$ cat src/rtl/pfrc_pkg.sv
package pfrc_pkg;
    typedef enum logic [1:0] {
        ST_IDLE   = 2'd0,
        ST_ARMED  = 2'd1,
        ST_RUN    = 2'd2,
        ST_FINISH = 2'd3
    } pfrc_state_e;
endpackage

$ cat src/rtl/pfrc_rotate.sv
// Combinational rotation network: each acting bit takes the value of the
// nearest acting bit below it; the lowest acting bit takes the highest one.
module pfrc_rotate #(
    parameter int WIDTH = 16
) (
    input  logic [WIDTH-1:0] pat_i,
    input  logic [WIDTH-1:0] mask_i,
    input  logic             twist_i,
    output logic [WIDTH-1:0] pat_o
);
    localparam int IDX_W = (WIDTH > 1) ? $clog2(WIDTH) : 1;

    for (genvar j = 0; j < WIDTH; j++) begin : g_bit
        logic [IDX_W-1:0] src;
        logic             wrap;
        logic             found;

        always_comb begin
            src   = IDX_W'(j);
            wrap  = 1'b1;
            found = 1'b0;
            for (int k = 1; k < WIDTH; k++) begin : scan
                int idx;
                idx = (j + WIDTH - k) % WIDTH;
                if (!found && mask_i[idx]) begin
                    found = 1'b1;
                    src   = IDX_W'(idx);
                    wrap  = (idx > j);
                end
            end
            pat_o[j] = mask_i[j] ? (pat_i[src] ^ (twist_i & wrap)) : pat_i[j];
        end
    end
endmodule

$ cat src/rtl/pfrc_ctrl.sv
// Sequencing: arm on load, present seed on start, count enabled steps,
// pulse done after the last pattern, hold until the next load.
module pfrc_ctrl
    import pfrc_pkg::*;
#(
    parameter int CNT_W = 16
) (
    input  logic             clk,
    input  logic             rst_n,
    input  logic             seed_load,
    input  logic             start,
    input  logic             enable,
    input  logic [CNT_W-1:0] pat_limit,
    output logic             step,
    output logic             pat_valid,
    output logic             done
);
    typedef struct packed {
        pfrc_state_e      st;
        logic [CNT_W-1:0] cnt;
        logic [CNT_W-1:0] lim;
        logic             valid;
        logic             done;
    } ctrl_s;

    ctrl_s r_d, r_q;

    always_comb begin
        r_d       = r_q;
        r_d.valid = 1'b0;
        r_d.done  = 1'b0;
        step      = 1'b0;
        if (seed_load) begin
            r_d.st  = ST_ARMED;
            r_d.cnt = '0;
        end else begin
            case (r_q.st)
                ST_ARMED: begin
                    if (start) begin
                        r_d.lim = pat_limit;
                        if (pat_limit == '0) begin
                            r_d.st   = ST_FINISH;
                            r_d.done = 1'b1;
                        end else begin
                            r_d.st    = ST_RUN;
                            r_d.cnt   = CNT_W'(1);
                            r_d.valid = 1'b1;
                        end
                    end
                end
                ST_RUN: begin
                    if (enable) begin
                        if (r_q.cnt < r_q.lim) begin
                            step      = 1'b1;
                            r_d.cnt   = r_q.cnt + CNT_W'(1);
                            r_d.valid = 1'b1;
                        end else begin
                            r_d.st   = ST_FINISH;
                            r_d.done = 1'b1;
                        end
                    end
                end
                default: ;
            endcase
        end
    end

    always_ff @(posedge clk) begin
        if (!rst_n) begin
            r_q.st    <= ST_IDLE;
            r_q.cnt   <= '0;
            r_q.lim   <= '0;
            r_q.valid <= 1'b0;
            r_q.done  <= 1'b0;
        end else begin
            r_q <= r_d;
        end
    end

    assign pat_valid = r_q.valid;
    assign done      = r_q.done;
endmodule

$ cat src/rtl/pfrc_gen.sv
module pfrc_gen #(
    parameter int WIDTH = 16,
    parameter int CNT_W = 16
) (
    input  logic             clk,
    input  logic             rst_n,
    input  logic             seed_load,
    input  logic [WIDTH-1:0] seed_in,
    input  logic [WIDTH-1:0] mask_in,
    input  logic             twist_in,
    input  logic             start,
    input  logic             enable,
    input  logic [CNT_W-1:0] pat_limit,
    output logic             pat_valid,
    output logic [WIDTH-1:0] pattern,
    output logic             done
);
    typedef struct packed {
        logic [WIDTH-1:0] pat;
        logic [WIDTH-1:0] mask;
        logic             twist;
    } gen_s;

    gen_s             g_d, g_q;
    logic             step;
    logic [WIDTH-1:0] rot_pat;
    logic [WIDTH-1:0] mask_q;
    logic             twist_q;

    pfrc_ctrl #(.CNT_W(CNT_W)) u_ctrl (
        .clk       (clk),
        .rst_n     (rst_n),
        .seed_load (seed_load),
        .start     (start),
        .enable    (enable),
        .pat_limit (pat_limit),
        .step      (step),
        .pat_valid (pat_valid),
        .done      (done)
    );

    pfrc_rotate #(.WIDTH(WIDTH)) u_rot (
        .pat_i   (g_q.pat),
        .mask_i  (g_q.mask),
        .twist_i (g_q.twist),
        .pat_o   (rot_pat)
    );

    always_comb begin
        g_d = g_q;
        if (seed_load) begin
            g_d.pat   = seed_in;
            g_d.mask  = mask_in;
            g_d.twist = twist_in;
        end else if (step) begin
            g_d.pat = rot_pat;
        end
    end

    always_ff @(posedge clk) begin
        if (!rst_n) begin
            g_q <= '0;
        end else begin
            g_q <= g_d;
        end
    end

    assign pattern = g_q.pat;
    assign mask_q  = g_q.mask;
    assign twist_q = g_q.twist;
endmodule

$ cat config.mk
export PLATFORM = sky130hd
export DESIGN_NAME = pfrc_gen
export DESIGN_NICKNAME = d
export VERILOG_FILES = /design/src/rtl/pfrc_pkg.sv /design/src/rtl/pfrc_rotate.sv /design/src/rtl/pfrc_ctrl.sv /design/src/rtl/pfrc_gen.sv
export SDC_FILE = /design/constraint.sdc
export NUM_CORES = 1
export LEC_CHECK = 0
export BUFFER_PORTS_ARGS = -buffer_cell sky130_fd_sc_hd__buf_4
export CAP_MARGIN = 20
export CELL_PAD_IN_SITES_DETAIL_PLACEMENT = 0
export CELL_PAD_IN_SITES_GLOBAL_PLACEMENT = 1
export CORE_MARGIN = 8
export CORE_UTILIZATION = 48
export DETAILED_ROUTE_END_ITERATION = 7
export PLACE_DENSITY = 0.92
export SETUP_SLACK_MARGIN = 0.2
export SYNTH_ARGS = -nofsm -noshare
export SYNTH_HDL_FRONTEND = slang
export SYNTH_SLANG_ARGS = --single-unit
$ cat constraint.sdc
create_clock -name clk -period 4.5 [get_ports clk]
set_clock_uncertainty 0.1 [all_clocks]
set_input_delay 0.225 -clock clk [delete_from_list [all_inputs] [get_ports clk]]
set_output_delay 0.225 -clock clk [all_outputs]
set_load 0.01 [all_outputs]
==> results.md <==
- Status: finished, violations left
- Failing checks: negative hold slack
- Initial core utilization: 0.4860
- Die Wd: 142.1 um
- Cells after DPL: 1315
- Std-Cell Rows: 46
- CP max-delay cell: nor3b_1
- DR pass1 iterations: 7
- Root Driver: clkbuf_16
- Fin crit period: 3.846 ns
- Routed WL: 33400 um
- Via count: 8937
- I/O Buffers: 71
- # IOs: 72
- Layout Area Growth over Synthesis: 14.98%
- Synthesized area: 0.007636 mm2
- Most common cell in the synthesized netlist: nand2_1
- Slowest stage delay, CP: 0.67 ns
- Mapped Avg Cell Area: 7.170 um2
- Cells along the critical path: buf_4, buf_4, inv_1, a21oi_1, o21ai_0, nor3b_1, nand2_1, nand4_1, o211ai_1, mux2_2, o22ai_1, a31oi_1
- Initial antenna violation count: 0
- Area occupied by multi-input gates: 0.005707 mm2
- Final HPWL DP: 24590 um
- Final Wtd Congestion: 1.064
- Worst EP required: 4.62 ns
- Post-synth EDFFs: 0
- Min-delay worst type: in2reg
- Placed inst area: 0.008436 mm2
- Net Count, Synth: 1137
- Worst slew pin tran: roughly 0.87 ns
- Largest net degree at the start of global routing: 45
- Tot GR Track Use: 0.3279
- First-pass GRT wire length: 50720 um
- Hold WS: -0.0007748 ns
- Vias in the first global route: ~8500
- CP delay by family, top: compound AO/OA/AOI/OAI gates
- Cts hold-fix bufs: 0
- Crit path top cell by count: buf_4
- Final worst-path cycle share: 0.8547
- WL/cell: 25.08 um
- Setup crit end kind: flop
- Worst slew margin: 0.4177
- CP Max Fanout: 10
- # fillers: 1577
- Yosys warnings: 0
- Cell area after layout: 0.008780 mm2
- Total core area: about 0.016 mm2
- Reg area: around 0.0014 mm2
- Crit Path Category: reg2reg
- Post-synth top area cell: dfxtp_1
- RSZ-0062 raised after global routing: false
- Fmax: 260.0 MHz
- # DRC: 0
- Clock Pin Slew Worst Setup and Hold Paths: 0.08 ns
- Synth top area share: 0.1809
- Commonest cells post-synth: nand2_1 (118), nor2_1 (117), a21oi_1 (94), mux2i_1 (81), dfxtp_1 (69)
- Synth area leaders: dfxtp_1 (18%), mux2i_1 (11%), a21oi_1 (6.2%), nand2_1 (5.8%), nor2_1 (5.8%)
- Power Dens Cells: 314.5 mW/mm2
- Post-cts sizing count: 0
- Sequential share of the synthesized area: 0.1809
- Library cells used by synthesis: 87
- Die height: 142.1 um
- Via density: 6.709
- Worst Setup Start Kind: flop
- Clk Latency, worst-skew pair: 0.36 ns
- Max-cap violations: 0
- Setup Viol. Count Final: 0
- Top FF cell, synth: dfxtp_1
- # nets final: 1183
- Antenna Violating Nets Remaining: 0
- CTS tree: yes
- Critical Path AT: 3.97 ns
- Initial DRC count: between 1000 and 1500
- Final Hold Viols: 1
- Mapped Cells: roughly 1100
- Max rail drop VDD: between 200 and 250 uV
- CP bufs+invs: 3
- Total die area: 0.02020 mm2
- Leak pwr: roughly 3.5 nW
- H-tree lvl count: 3
- Layout cells sized above 1: 0.1810
- Clock Path Buffers: 2
- Setup_tns: 0 ns
- Asr flop ratio synth: 0
- Num CTS Buffers: 9
- Fin cells: 1332
- # diodes: 0
- Post-CTS Setup Inserts: 0
- Register bit count reported by yosys: 69
- # clock sinks: 69
- Grt total ovfl: 0
- Max-slew violations: 0
==> power by group <==
| part | switching [mW] | total [mW] | internal (mW) |
|---|---|---|---|
| sequential | 0.0540 | 0.689 | 0.635 |
| clock | 0.331 | 0.827 | 0.496 |
| combinational | 0.778 | 1.25 | 0.468 |
| total | 1.16 | 2.76 | 1.60 |
==> registers in the layout, summed over array words and instances, names as in the netlist <==
register / flops
u_ctrl.r_q: 34
pattern: 16
u_ctrl.pat_valid: 1
mask_q: 16
u_ctrl.done: 1
twist_q: 1
==> metal layers <==
metal	part of all wire	global-route usage	up-vias	routed length [um]
met5	0	0	-	0
met4	0.077	0.2272	0	2565
met3	0.11	0.08286	173	3621
met2	0.44	0.5180	632	14690
met1	0.38	0.3838	4110	12530
li1	-	-	4022	-
==> placed cells by master, fill, tap and decap left out, types with 9 or more instances in the layout <==
cell type,Yosys,final
a31oi_1,15,15
nor3_1,27,27
o21ai_0,62,62
nand2_1,118,118
a21o_1,10,10
o211ai_1,15,15
nand3_1,39,39
mux4_2,9,9
inv_1,47,47
mux2i_1,81,81
o22ai_1,13,13
xor2_1,16,16
buf_4,4,119
a21oi_1,94,94
ha_1,18,18
dfxtp_1,69,69
nor2_1,117,117
nand4_1,13,13
a211oi_1,18,18
clkbuf_16,0,9
==> cell type report <==
type                    instances  area share
multi-input cells             862      0.6500
clock inverters                 7     0.01197
flip-flops and latches         69      0.1573
well taps                     216     0.03078
repair buffers                120      0.1033
clock buffers                   9     0.02565
inverters                      49     0.02095
==> through the flow <==
step	util	hold WS, ns	power [mW]	setup slack [ns]
after CTS	0.5579	0.001713	2.722	0.7621
after detailed placement	0.5369	0.3479	1.898	0.7836
after global routing	0.5588	0.01084	2.876	0.5208
final	0.5588	-0.0007748	2.762	0.6537
after global placement	0.5369	0.3436	1.900	0.7197
after floorplan	-	0.2610	1.525	1.392
==> path summary, 6_finish.rpt <==
check / from / endpoint / slack (ns) / depth (start not counted)
min reg2reg: u_ctrl.r_q[15] / u_ctrl.r_q[15] / 0.35 / 2
min: mask_in[4] / mask_q[4] / -0.0008 / 3
max reg2reg: mask_q[1] / pattern[12] / 0.65 / 12
max: mask_q[1] / pattern[12] / 0.65 / 12
==> cell families (layout without fill, tap and decap cells) <==
| group | Yosys count | in the layout | share of synthesized area |
|---|---|---|---|
| AO/OA/AOI/OAI | 336 | 336 | 0.3031 |
| XOR/XNOR | 21 | 21 | 0.02409 |
| multiplexers | 98 | 98 | 0.1450 |
| buffers and inverters | 134 | 185 | 0.07177 |
| adder cells (fa/ha/maj) | 18 | 18 | 0.02949 |
| flip-flops | 69 | 69 | 0.1809 |
| AND/OR/NAND/NOR | 389 | 389 | 0.2456 |
==> worst reg2reg max path: stages, from the launching register on <==
cell and delay, ns:
dfxtp_1 0.43, buf_4 0.22, buf_4 0.18, inv_1 0.26
a21oi_1 0.21, o21ai_0 0.41, nor3b_1 0.67, nand2_1 0.11
nand4_1 0.18, o211ai_1 0.13, mux2_2 0.28, o22ai_1 0.39
a31oi_1 0.14
Power figures use the tool's default switching activity.
